--- config.mk ---
export PLATFORM = sky130hd
export DESIGN_NAME = shared_io_port
export DESIGN_NICKNAME = d
export VERILOG_FILES = /design/src/rtl/shio_pkg.sv /design/src/rtl/shio_sync.sv /design/src/rtl/shio_regs.sv /design/src/rtl/shio_pad_ctrl.sv /design/src/rtl/shio_readmux.sv /design/src/rtl/shared_io_port.sv
export SDC_FILE = /design/constraint.sdc
export NUM_CORES = 1
export LEC_CHECK = 0
export BUFFER_PORTS_ARGS = -buffer_cell sky130_fd_sc_hd__buf_4
export CAP_MARGIN = 20
export CORE_ASPECT_RATIO = 1.25
export CORE_UTILIZATION = 30
export CTS_BUF_LIST = sky130_fd_sc_hd__clkbuf_16
export CTS_CLUSTER_SIZE = 20
export DETAILED_ROUTE_END_ITERATION = 6
export RECOVER_POWER = 50
export SETUP_SLACK_MARGIN = 0.02
export SLEW_MARGIN = 30
export SYNTH_ARGS = -nofsm -noshare
export SYNTH_HDL_FRONTEND = slang
export SYNTH_SLANG_ARGS = --single-unit
--- constraint.sdc ---
create_clock -name clk -period 1.47 [get_ports clk]
set_input_delay 0.2205 -clock clk [delete_from_list [all_inputs] [get_ports clk]]
set_output_delay 0.2205 -clock clk [all_outputs]
set_load 0.02 [all_outputs]
--- src/rtl/shio_pkg.sv ---
// Package: shared types for the shared-function GPIO port.
// Assumes a four-register map selected by a two-bit offset.
package shio_pkg;

    localparam int SHIO_ADDR_W = 2;
    localparam int SHIO_NREGS  = 4;

    // Register offsets; the data view at offset 0 is special in read-back.
    typedef enum logic [SHIO_ADDR_W-1:0] {
        REG_DATA = 2'd0,
        REG_PULL = 2'd1,
        REG_SLEW = 2'd2,
        REG_DIR  = 2'd3
    } shio_reg_e;

endpackage

--- src/rtl/shio_sync.sv ---
// Module: two-flop synchronizer for the pad input levels.
// Does: delays each pin level by two clock edges before use.
// Assumes: pads are asynchronous to clk; metastability beyond two flops is
// not analysed here.
module shio_sync #(
    parameter int PIN_W = 8
) (
    input  logic             clk,
    input  logic             rst_n,
    input  logic [PIN_W-1:0] din,
    output logic [PIN_W-1:0] dout
);

    logic [PIN_W-1:0] stage1_q;
    logic [PIN_W-1:0] stage2_q;
    logic [1:0]       warm_q;

    // Two-stage capture of the pad levels.
    always_ff @(posedge clk) begin
        if (!rst_n) begin
            stage1_q <= '0;
            stage2_q <= '0;
        end else begin
            stage1_q <= din;
            stage2_q <= stage1_q;
        end
    end

    // Counts edges since reset so the latency check has a full history.
    always_ff @(posedge clk) begin
        if (!rst_n)
            warm_q <= '0;
        else if (warm_q != 2'd2)
            warm_q <= warm_q + 2'd1;
    end

    assign dout = stage2_q;

    AST_SYNC_TWO_EDGES: assert property (@(posedge clk) disable iff (!rst_n)
        (warm_q == 2'd2) |-> (dout == $past(din, 2)));

endmodule

--- src/rtl/shio_regs.sv ---
// Module: register file of the port (data, pull-up, slew, direction).
// Does: latches write data into the register at the strobed offset on the
// next rising edge. All registers clear on reset.
// Assumes: one write per cycle; no byte enables.
module shio_regs
    import shio_pkg::*;
#(
    parameter int PIN_W = 8
) (
    input  logic                   clk,
    input  logic                   rst_n,
    input  logic                   wr_en,
    input  logic [SHIO_ADDR_W-1:0] wr_addr,
    input  logic [PIN_W-1:0]       wr_data,
    output logic [PIN_W-1:0]       data_q,
    output logic [PIN_W-1:0]       pull_q,
    output logic [PIN_W-1:0]       slew_q,
    output logic [PIN_W-1:0]       dir_q
);

    logic [PIN_W-1:0] regs_q [SHIO_NREGS];

    for (genvar r = 0; r < SHIO_NREGS; r++) begin : g_reg
        // One control register, loaded when its offset is written.
        always_ff @(posedge clk) begin
            if (!rst_n)
                regs_q[r] <= '0;
            else if (wr_en && (wr_addr == SHIO_ADDR_W'(r)))
                regs_q[r] <= wr_data;
        end
    end

    assign data_q = regs_q[REG_DATA];
    assign pull_q = regs_q[REG_PULL];
    assign slew_q = regs_q[REG_SLEW];
    assign dir_q  = regs_q[REG_DIR];

    AST_RESET_CLEARS: assert property (@(posedge clk)
        !rst_n |=> (data_q == '0 && pull_q == '0 && slew_q == '0 && dir_q == '0));

    AST_WRITE_LANDS: assert property (@(posedge clk) disable iff (!rst_n)
        (wr_en && wr_addr == REG_DIR) |=> (dir_q == $past(wr_data)));

    AST_IDLE_HOLDS: assert property (@(posedge clk) disable iff (!rst_n)
        (!wr_en && $past(rst_n)) |=> $stable(data_q));

endmodule

--- src/rtl/shio_pad_ctrl.sv ---
// Module: per-pin pad control derivation.
// Does: turns register bits and converter claims into pad output level,
// output enable, pull-up and slew controls.
// Assumes: a claimed pin's port controls are ignored but not cleared.
module shio_pad_ctrl #(
    parameter int PIN_W = 8
) (
    input  logic [PIN_W-1:0] data_q,
    input  logic [PIN_W-1:0] pull_q,
    input  logic [PIN_W-1:0] slew_q,
    input  logic [PIN_W-1:0] dir_q,
    input  logic [PIN_W-1:0] claim,
    output logic [PIN_W-1:0] pad_out,
    output logic [PIN_W-1:0] pad_oe,
    output logic [PIN_W-1:0] pad_pu,
    output logic [PIN_W-1:0] pad_slew
);

    for (genvar p = 0; p < PIN_W; p++) begin : g_pin
        logic owned;
        logic drive;
        // Port ownership and drive decision for this pin.
        always_comb begin
            owned = !claim[p];
            drive = owned && dir_q[p];
        end
        // Pad controls for this pin.
        always_comb begin
            pad_oe[p]   = drive;
            pad_out[p]  = drive && data_q[p];
            pad_pu[p]   = owned && !dir_q[p] && pull_q[p];
            pad_slew[p] = owned && slew_q[p];
        end
    end

endmodule

--- src/rtl/shio_readmux.sv ---
// Module: read-data multiplexer.
// Does: selects the register view at the bus offset; the data view mixes
// latched data, synchronized pad levels and converter masking per pin.
// Assumes: purely combinational, zero wait states.
module shio_readmux
    import shio_pkg::*;
#(
    parameter int PIN_W = 8
) (
    input  logic [SHIO_ADDR_W-1:0] sel,
    input  logic [PIN_W-1:0]       data_q,
    input  logic [PIN_W-1:0]       pull_q,
    input  logic [PIN_W-1:0]       slew_q,
    input  logic [PIN_W-1:0]       dir_q,
    input  logic [PIN_W-1:0]       pin_lvl,
    input  logic [PIN_W-1:0]       claim,
    output logic [PIN_W-1:0]       rdata
);

    logic [PIN_W-1:0] data_view;

    for (genvar p = 0; p < PIN_W; p++) begin : g_view
        // Per-pin data read-back: outputs show latch, inputs show pad or 0.
        always_comb begin
            if (dir_q[p])
                data_view[p] = data_q[p];
            else if (claim[p])
                data_view[p] = 1'b0;
            else
                data_view[p] = pin_lvl[p];
        end
    end

    // Offset decode of the read bus.
    always_comb begin
        unique case (shio_reg_e'(sel))
            REG_DATA: rdata = data_view;
            REG_PULL: rdata = pull_q;
            REG_SLEW: rdata = slew_q;
            REG_DIR:  rdata = dir_q;
            default:  rdata = '0;
        endcase
    end

endmodule

--- src/rtl/shared_io_port.sv ---
// Module: shared-function GPIO port top.
// Does: ties the register file, synchronizer, pad control and read mux
// together behind a simple synchronous register bus.
// Assumes: synchronous active-low reset; adc_claim is stable w.r.t. clk.
module shared_io_port
    import shio_pkg::*;
#(
    parameter int PIN_W = 8
) (
    input  logic                   clk,
    input  logic                   rst_n,
    input  logic [SHIO_ADDR_W-1:0] bus_addr,
    input  logic                   bus_we,
    input  logic [PIN_W-1:0]       bus_wdata,
    output logic [PIN_W-1:0]       bus_rdata,
    input  logic [PIN_W-1:0]       pad_in,
    input  logic [PIN_W-1:0]       adc_claim,
    output logic [PIN_W-1:0]       pad_out,
    output logic [PIN_W-1:0]       pad_oe,
    output logic [PIN_W-1:0]       pad_pu,
    output logic [PIN_W-1:0]       pad_slew
);

    logic [PIN_W-1:0] data_q;
    logic [PIN_W-1:0] pull_q;
    logic [PIN_W-1:0] slew_q;
    logic [PIN_W-1:0] dir_q;
    logic [PIN_W-1:0] pin_lvl;

    shio_regs #(.PIN_W(PIN_W)) u_regs (
        .clk     (clk),
        .rst_n   (rst_n),
        .wr_en   (bus_we),
        .wr_addr (bus_addr),
        .wr_data (bus_wdata),
        .data_q  (data_q),
        .pull_q  (pull_q),
        .slew_q  (slew_q),
        .dir_q   (dir_q)
    );

    shio_sync #(.PIN_W(PIN_W)) u_sync (
        .clk   (clk),
        .rst_n (rst_n),
        .din   (pad_in),
        .dout  (pin_lvl)
    );

    shio_pad_ctrl #(.PIN_W(PIN_W)) u_pad (
        .data_q   (data_q),
        .pull_q   (pull_q),
        .slew_q   (slew_q),
        .dir_q    (dir_q),
        .claim    (adc_claim),
        .pad_out  (pad_out),
        .pad_oe   (pad_oe),
        .pad_pu   (pad_pu),
        .pad_slew (pad_slew)
    );

    shio_readmux #(.PIN_W(PIN_W)) u_rmux (
        .sel     (bus_addr),
        .data_q  (data_q),
        .pull_q  (pull_q),
        .slew_q  (slew_q),
        .dir_q   (dir_q),
        .pin_lvl (pin_lvl),
        .claim   (adc_claim),
        .rdata   (bus_rdata)
    );

    AST_CLAIM_NO_DRIVE: assert property (@(posedge clk) disable iff (!rst_n)
        ((adc_claim & (pad_oe | pad_pu | pad_slew)) == '0));

    AST_PULL_ONLY_INPUT: assert property (@(posedge clk) disable iff (!rst_n)
        ((pad_pu & pad_oe) == '0));

    AST_OUT_NEEDS_OE: assert property (@(posedge clk) disable iff (!rst_n)
        ((pad_out & ~pad_oe) == '0));

    AST_CLAIM_INPUT_ZERO: assert property (@(posedge clk) disable iff (!rst_n)
        (bus_addr == REG_DATA) |-> ((bus_rdata & adc_claim & ~dir_q) == '0));

    AST_RESET_PADS_OFF: assert property (@(posedge clk)
        !rst_n |=> (pad_oe == '0 && pad_pu == '0 && pad_slew == '0));

endmodule

==> results of run 1 <==
## cells in the final DEF (no fill, tap or decap)
cell type and instances:
nor2b_1 8, mux2i_1 7, nor2_2 2, nor3b_1 1, o21ai_0 1, clkbuf_1 4
clkinv_4 1, nand2b_1 1, buf_4 68, a211oi_1 5, nand2_1 3, nor3b_4 2
nor2_1 11, a211oi_2 9, clkbuf_16 5, dfxtp_1 16, nor2b_4 8, nor3b_2 10
edfxtp_1 32, or2_0 1, inv_1 1, and2_1 41, buf_12 2, a221oi_2 2
buf_6 13, o21ai_1 2, and2_0 13, and2_4 4, nand3b_1 1, mux2i_4 1
clkbuf_4 1, clkinv_1 1
## flip-flops by register name (all words and copies together) (netlist names)
name and cells:
u_regs.regs_q 32, u_sync.dout 8, u_sync.stage1_q 8
## worst max-delay path, stage by stage (launching register included)
cell,delay (ns)
edfxtp_1,0.41
nor3b_2,0.18
a211oi_1,0.06
a211oi_1,0.25
buf_4,0.20
## what timing repair did
action,CTS,global route
buffers inserted,2,1
resized for setup,23,33
setup endpoints to repair,11,21
hold buffers,0,0
pin swaps,7,8
## per-stage QoR
| step | cell area [um^2] | setup TNS, ns |
|---|---|---|
| finish | 3330 | -0.527 |
| CTS | 3240 | -0.813 |
| global placement | 2990 | 0 |
| detailed placement | 2990 | -0.0399 |
| floorplan | 2310 | 0 |
| global route | 3330 | -1.19 |
## per-layer routing
metal	vias up	wire length, um	track usage
li1	834	-	-
met5	-	0	0
met2	44	2980	0.263
met3	4	212	0.0273
met1	805	2220	0.155
met4	0	56	0.0371
## final timing paths
path,end,slack [ns]
worst max-delay path,bus_rdata[4],-0.14
worst min-delay path,u_sync.stage1_q[4],0.14
worst max register to register,u_sync.dout[5],0.93
worst min register to register,u_sync.dout[2],0.43
## cell families (layout without fill, tap and decap cells)
kind of cell,count (synthesis),in the layout
compound gates,19,19
buf+inv,15,96
flops,48,48
mux,8,8
simple gates,106,106
## cell type report
type	count	area [um^2]	share of cell area
repair buffers	88	719	0.216
clock inverters	2	12.5	0.00375
inverters	1	3.75	0.00113
flip-flops and latches	48	1280	0.384
multi-input cells	133	1080	0.323
well taps	92	115	0.0345
clock buffers	5	125	0.0375
## where the power goes
part	leakage, nW	switching, mW	total (mW)	internal, mW
logic	0.849	0.306	0.617	0.311
clock network	0.0673	0.435	1.05	0.617
registers	0.447	0.0516	1.58	1.53
==> summary.md, run 1 <==
| Metric | Value |
|---|---|
| Status | complete, but fails checks |
| Failing checks | setup timing |
| Hold path cells | 2 |
| WHS | between 0.1 and 0.15 ns |
| Clk Latency, worst-skew pair | about 0.28 ns |
| Inst Count DP | 359 |
| Simple-Gate Fraction of Synth Area | 0.297 |
| Yosys cell types | 24 |
| Yosys Warn Count | 0 |
| CTS buffer count | 5 |
| Total number of vias | about 1,700 |
| Compound-gate portion of the synthesized area | 0.0693 |
| FF-to-FF path depth | 1 |
| Global Route Usage Sum | 0.139 |
| Max-Cap Viols | 0 |
| Synth top area cells | edfxtp_1, and2_1, dfxtp_1 |
| Final #Nets | between 300 and 400 |
| Gr ovfl total | 0 |
| # fillers | 709 |
| Largest area contributor in the netlist | edfxtp_1 |
| First-pass GRT wire length | 8180 um |
| CP max FO | 2 |
| Hold Path Class | input port to flop |
| Number of antenna violations at the first check in global routing | 0 |
| Pwr Total | 3.25 mW |
| Antenna cells | 0 |
| Die area | between 8000 and 9000 um^2 |
| RSZ-0062 raised after global routing | yes |
| Final worst-path cycle share | 1.09 |
| Xor/xnor share of the synthesized area | 0 |
| CTS tree | built |
| Worst path arrival time | approximately 1.4 ns |
| Setup violations, final | 8 |
| Synthesized flop and latch total | 48 |
| DRT Pass-1 Iters | 4 |
| Vias in the first global route | 1,629 |
| Clk_skew | 0.000403 ns |
| Fraction of layout cells with a size suffix above 1 | 0.462 |
| WL/cell | 14.8 um |
| Antenna-violating nets left | 0 |
| Initial DRC count | 94 |
| Core ar. | 7400 um^2 |
| Synth Instances | 196 |
| Syn Nets | 225 |
| Static Leakage | 1.36 nW |
| Post-synth top cells | and2_1, edfxtp_1, dfxtp_1, nor2b_1 |
| DR vias/cell | 4.57 |
| RR Startpoint | u_sync.stage1_q[5] |
| Final setup margin | -0.137 ns |
| # rows | 35 |
| PwrDens | 975 nW/um^2 |
| Avg Cell Area, Syn | 11.8 um^2 |
| Input/output buffers | 68 |
| Fmax | slightly above 600 MHz |
| DP HPWL | 4000 um |
| Adder-cell share of the synthesized area | 0 |
| Final slew viol count | 0 |
| Largest family of logic cells by synthesized area | simple AND/OR/NAND/NOR gates |
| DR DRC count | 0 |
| CP Launch Type | flop |
| Setup CP Type | flop to primary output |
| Pin slew with the least headroom to its limit | 0.664 ns |
| Top-count cell post-synth | and2_1 |
| Top-area cell type share of the netlist area | 0.416 |
| Routed Wire Length | 5470 um |
| Fin. Hold Viols | 0 |
| Die width | 80.5 um |
| IO Pins | between 60 and 70 |
| Mapped Area | 2310 um^2 |
| Synth Flop Type | edfxtp_1 |
| HP Start | pad_in[4] |
| H-tree levels | 2 |
| CTS root buffer | clkbuf_16 |
| FFs w/ async S/R, synth | 0 |
| Final worst path period need | between 1.5 and 2 ns |
| Gpl congestion | 0.750 |
| Critical Path RT | 1.25 ns |
| Sink Count | 48 |
| Peak VDD IR | 0.561 mV |
| Worst-path clk slew | 0.06 ns |
| Layout Utilization | 0.450 |
| Area grow syn2layout | 44.2% |
| Layout Cells excl Fill | 369 |
| Starting Density | 0.312 |
| Post-synthesis mux area share | 0.0347 |
| Sequential share of the synthesized area | 0.554 |
| Clk buf depth | 2 |
| Largest net degree at the start of global routing | 22 |
| Rel. slew slack | 0.556 |
| CP Launch Point | u_regs.regs_q[3][4] |
| Place WS | -0.0204 ns |
| Critical Path Sink Type | primary output |
| EDFF count, synth | 32 |
| Die span in y | 100 um |
Power figures use the tool's default switching activity.
==> run 2, diff against run 1 <==
==> constraint.sdc (replaced) <==
create_clock -name clk -period 1.47 [get_ports clk]
set_input_delay 0.0735 -clock clk [delete_from_list [all_inputs] [get_ports clk]]
set_output_delay 0.0735 -clock clk [all_outputs]
set_load 0.02 [all_outputs]
==> run 2 against run 1 <==
Effect of this change: critical endpoint is now bus_rdata[1]; hold slack worse by 0.14 ns; first-iteration DRC count fell by 29%; combinational power is 6.3% lower; the run now ends clean; highest routed layer unchanged; critical path type unchanged; die area did not move; sequential cell count is the same; largest power group unchanged; cell area is 2.4% lower; clock skew about the same; cell count is 1.1% higher; clock power grew 18%.
==> summary.md, run 2 (synthesis results as in run 1) <==
| Metric | Value |
|---|---|
| Pin slew with the least headroom to its limit | 0.586 ns |
| Layout Utilization | 0.440 |
| Core ar. | 7400 um^2 |
| Gpl congestion | about 0.8 |
| Pwr Total | between 3 and 4 mW |
| RSZ-0062 raised after global routing | yes |
| DRT Pass-1 Iters | 4 |
| Antenna cells | 0 |
| CP Launch Type | flop |
| DR vias/cell | approximately 4.5 |
| Routed Wire Length | between 5000 and 6000 um |
| Antenna-violating nets left | 0 |
| Critical Path RT | 1.40 ns |
| DP HPWL | 4010 um |
| CTS tree | built |
| Fmax | about 700 MHz |
| Gr ovfl total | 0 |
| Setup CP Type | flop to primary output |
| Hold Path Class | input port to flop |
| Most frequent cells in the layout | buf_4, and2_1, edfxtp_1 |
| Final worst-path cycle share | 0.983 |
| Peak VDD IR | between 0.4 and 0.5 mV |
| Total number of vias | 1,688 |
| DR DRC count | 0 |
| Fraction of layout cells with a size suffix above 1 | 0.413 |
| WHS | between 0.004 and 0.005 ns |
| H-tree levels | 2 |
| CTS buffer count | 5 |
| Rel. slew slack | 0.608 |
| PwrDens | 1050 nW/um^2 |
| Vias in the first global route | 1,758 |
| Fin. Hold Viols | 0 |
| Clk Latency, worst-skew pair | 0.28 ns |
| Max-Cap Viols | 0 |
| Die width | 80.5 um |
| Sink Count | 48 |
| Die area | 8060 um^2 |
| Biggest register | u_regs.regs_q |
| Worst path arrival time | approximately 1.4 ns |
| Critical Path Sink Type | primary output |
| CP max FO | 3 |
| Area grow syn2layout | 40.8% |
| Final worst path period need | 1.45 ns |
| Initial DRC count | 67 |
| Clk buf depth | 2 |
| Setup violations, final | 0 |
| Clk_skew | about 0.0005 ns |
| Status | completed |
| Largest net degree at the start of global routing | 22 |
| # rows | 35 |
| Input/output buffers | a little under 70 |
| Reg area | 1280 um^2 |
| Global Route Usage Sum | 0.149 |
| Final slew viol count | 0 |
| CTS root buffer | clkbuf_16 |
| First-pass GRT wire length | a little under 9000 um |
| Largest register FFs | 32 |
| Most common cell after layout, fill and taps aside | buf_4 |
| WL/cell | 14.9 um |
| # fillers | between 700 and 800 |
| Static Leakage | 1.35 nW |
| Multi-input logic area | 987 um^2 |
| Die span in y | approximately 100 um |
| Final #Nets | around 310 |
| Number of antenna violations at the first check in global routing | 0 |
| Worst-path clk slew | 0.06 ns |
| Starting Density | 0.312 |
| IO Pins | 69 |
run 2: worst paths after layout:
kind	from	to	slack [ns]	cells after the start
setup / recovery	u_regs.regs_q[3][1]	bus_rdata[1]	0.02	4
hold / removal	pad_in[6]	u_sync.stage1_q[6]	0.004	2
setup reg to reg	u_sync.stage1_q[0]	u_sync.dout[0]	0.91	1
hold reg to reg	u_sync.stage1_q[4]	u_sync.dout[4]	0.43	1
run 2: final cells by class:
type,instances,share of cell area
inverters,1,0.00115
clock buffers,5,0.0385
multi-input cells,133,0.303
flip-flops and latches,48,0.394
clock inverters,3,0.0119
repair buffers,91,0.216
well taps,92,0.0354
run 2: timing repair:
item,in CTS,in global routing
resized for setup,5,12
endpoints found under the hold margin,5,1
setup endpoints to repair,6,8
hold buffers,5,1
pin swaps,5,10
buffers inserted,5,0
run 2: stage by stage:
step                      setup WS (ns)  cell area [um^2]  TNS [ns]  cells
after floorplan                  0.0768              2310         0    196
after global placement           0.0542              2930         0    354
after detailed placement         0.0455              2930         0    354
after CTS                       0.00471              3200         0    372
after global routing            -0.0542              3250    -0.160    373
final                            0.0244              3250         0    373
run 2: critical path, stage by stage (launching register included):
cell,delay (ns)
edfxtp_1,0.41
buf_4,0.16
a221oi_2,0.27
a211oi_2,0.09
buf_4,0.17
run 2: where the power goes:
group,total [mW],internal [mW],leakage [nW],switching (mW)
Combinational,0.578,0.280,0.817,0.298
Clock,1.24,0.792,0.0850,0.450
Sequential,1.58,1.53,0.447,0.0501
Total,3.40,2.60,1.35,0.798
run 2: metal layers:
metal  track usage  wire length (um)  up-vias
li1              -                 -      838
met1         0.170              2230      788
met2         0.280              2980       55
met3        0.0164               280        7
met4        0.0563                86        0
met5             0                 0        -
==> run 3, diff against run 2 <==
--- a/config.mk
+++ b/config.mk
@@ -8,11 +8,12 @@
 export BUFFER_PORTS_ARGS = -buffer_cell sky130_fd_sc_hd__buf_4
 export CAP_MARGIN = 20
 export CORE_ASPECT_RATIO = 1.25
-export CORE_UTILIZATION = 30
+export CORE_UTILIZATION = 40
 export CTS_BUF_LIST = sky130_fd_sc_hd__clkbuf_16
 export CTS_CLUSTER_SIZE = 20
 export DETAILED_ROUTE_END_ITERATION = 6
-export RECOVER_POWER = 50
+export PLACE_DENSITY = 0.67
+export RECOVER_POWER = 25
 export SETUP_SLACK_MARGIN = 0.02
 export SLEW_MARGIN = 30
 export SYNTH_ARGS = -nofsm -noshare
==> run 3 against run 2 <==
Effect of this change: critical path depth did not move; largest power group unchanged; cell count decreased by 8.0%; largest cell class unchanged; core utilization is 15 points higher; critical endpoint is now bus_rdata[6].
==> summary.md, run 3 (synthesis results as in run 1) <==
| Metric | Value |
|---|---|
| Status | completed |
| WHS | 0.0201 ns |
| Inst Count DP | 323 |
| CTS root buffer | clkbuf_16 |
| Antenna-violating nets left | 0 |
| CTS buffer count | 5 |
| FF-to-FF path depth | 1 |
| DR vias/cell | approximately 5 |
| Layout Utilization | 0.585 |
| Combinational share of power | 0.154 |
| CP max FO | 2 |
| Setup violations, final | 0 |
| Most frequent cells in the layout | buf_4, and2_1, edfxtp_1 |
| Vias in the first global route | 1,674 |
| Total number of vias | 1,708 |
| Number of antenna violations at the first check in global routing | 0 |
| # rows | 30 |
| Critical Path Sink Type | primary output |
| Pin slew with the least headroom to its limit | 0.732 ns |
| Setup slack, reg-to-reg | 0.91 ns |
| # fillers | 470 |
| DRT Pass-1 Iters | 6 |
| Final worst path period need | 1.44 ns |
| Final worst-path cycle share | 0.981 |
| H-tree levels | 2 |
| Reg area | 1280 um^2 |
| Sequential share of power | 0.438 |
| Initial DRC count | 28 |
| Antenna cells | 0 |
| Max-Cap Viols | 0 |
| PwrDens | between 1000 and 1500 nW/um^2 |
| Core ar. | 5480 um^2 |
| Die area | between 6000 and 7000 um^2 |
| Routed Wire Length | a little over 5000 um |
| Clk Latency, worst-skew pair | 0.29 ns |
| Sink Count | 48 |
| Clk buf depth | 2 |
| Final slew viol count | 0 |
| Multi-input logic area | between 900 and 1000 um^2 |
| Worst path arrival time | about 1.4 ns |
| Gr ovfl total | 0 |
| Setup CP Type | flop to primary output |
| Final #Nets | 307 |
| Area grow syn2layout | 38.7% |
| Rel. slew slack | 0.512 |
| Fraction of layout cells with a size suffix above 1 | 0.387 |
| CTS tree | built |
| Layout Cells excl Fill | 343 |
| Net Switching | 0.821 mW |
| Place WS | 0.0648 ns |
| IO Pins | 69 |
| Fin. Hold Viols | 0 |
| Starting Density | 0.422 |
| CP Launch Type | flop |
| Input/output buffers | 68 |
| Die span in y | 87.0 um |
| Switching part of the total | 0.228 |
| RR Startpoint | u_sync.stage1_q[4] |
| Largest net degree at the start of global routing | 22 |
| Static Leakage | around 1.3 nW |
| Largest register FFs | 32 |
| Pwr Total | around 3.6 mW |
| Final setup margin | 0.0284 ns |
| Most common cell after layout, fill and taps aside | buf_4 |
| Peak VDD IR | 0.651 mV |
| Hold Path Class | input port to flop |
| Global Route Usage Sum | 0.179 |
| Hold path cells | 2 |
| Clk pwr share | 0.408 |
| RSZ-0062 raised after global routing | yes |
| Critical Path RT | about 1.4 ns |
| Die width | ~70 um |
| DP HPWL | 3670 um |
| Worst-path clk slew | roughly 0.06 ns |
| Terminus of the critical flop-to-flop path | u_sync.dout[4] |
| DR DRC count | 0 |
| WL/cell | 15.1 um |
| Gpl congestion | 0.800 |
| Biggest register | u_regs.regs_q |
| Fmax | 694 MHz |
| P_int | 2.78 mW |
| Worst hold endpoint | u_sync.stage1_q[4] |
| Clk_skew | 0.00274 ns |
| First-pass GRT wire length | just over 8000 um |
| HP Start | pad_in[4] |
[run 3: how the worst max path moves through the flow]
stage,start,end,depth (start not counted)
3_5_place_dp,bus_addr[0],u_regs.regs_q[0][1],4
6_report,u_regs.regs_q[3][6],bus_rdata[6],4
4_1_cts,u_regs.regs_q[3][7],bus_rdata[7],4
5_1_grt,u_regs.regs_q[3][6],bus_rdata[6],4
3_3_place_gp,bus_addr[0],u_regs.regs_q[0][0],4
2_1_floorplan,bus_addr[0],u_regs.regs_q[3][0],3
[run 3: cell type report]
| type | count | share of cell area |
|---|---|---|
| Sequential cell | 48 | 0.400 |
| Multi-Input combinational cell | 133 | 0.301 |
| Timing Repair Buffer | 89 | 0.213 |
| Clock buffer | 5 | 0.0390 |
| Tap cell | 64 | 0.0250 |
| Clock inverter | 3 | 0.0215 |
| Inverter | 1 | 0.00117 |
[run 3: repair_timing]
| item | CTS | global route |
|---|---|---|
| endpoints found under the setup margin | 7 | 8 |
| hold buffers | 7 | 0 |
| pin swaps | 0 | 3 |
| resized for setup | 2 | 8 |
| setup buffers | 5 | 0 |
| cloned | 0 | 0 |
| hold endpoints to repair | 7 | 0 |
[run 3: layer usage]
layer	share of wire	track usage	vias to the layer above
met4	0.011	0.0745	0
li1	-	-	837
met5	0	0	-
met2	0.56	0.342	46
met1	0.39	0.192	821
met3	0.036	0.0347	4
[run 3: metrics by stage]
step                      setup TNS (ns)  cell area [um^2]
after detailed placement               0              2870
after floorplan                        0              2310
after global placement                 0              2870
final                                  0              3210
after CTS                              0              3180
after global routing              -0.181              3210
[run 3: worst max-delay path, stage by stage (launching register included)]
cell,delay [ns]
edfxtp_1,0.41
nor3b_2,0.21
a211oi_2,0.05
a211oi_2,0.24
buf_4,0.17
[run 3: power groups by stage]
stage	clock [mW]	combinational, mW	sequential (mW)
3_3_place_gp	0	0.512	1.61
2_1_floorplan	0	0.294	1.59
4_1_cts	1.48	0.557	1.58
5_1_grt	1.54	0.595	1.59
6_report	1.47	0.553	1.58
3_5_place_dp	0	0.520	1.61
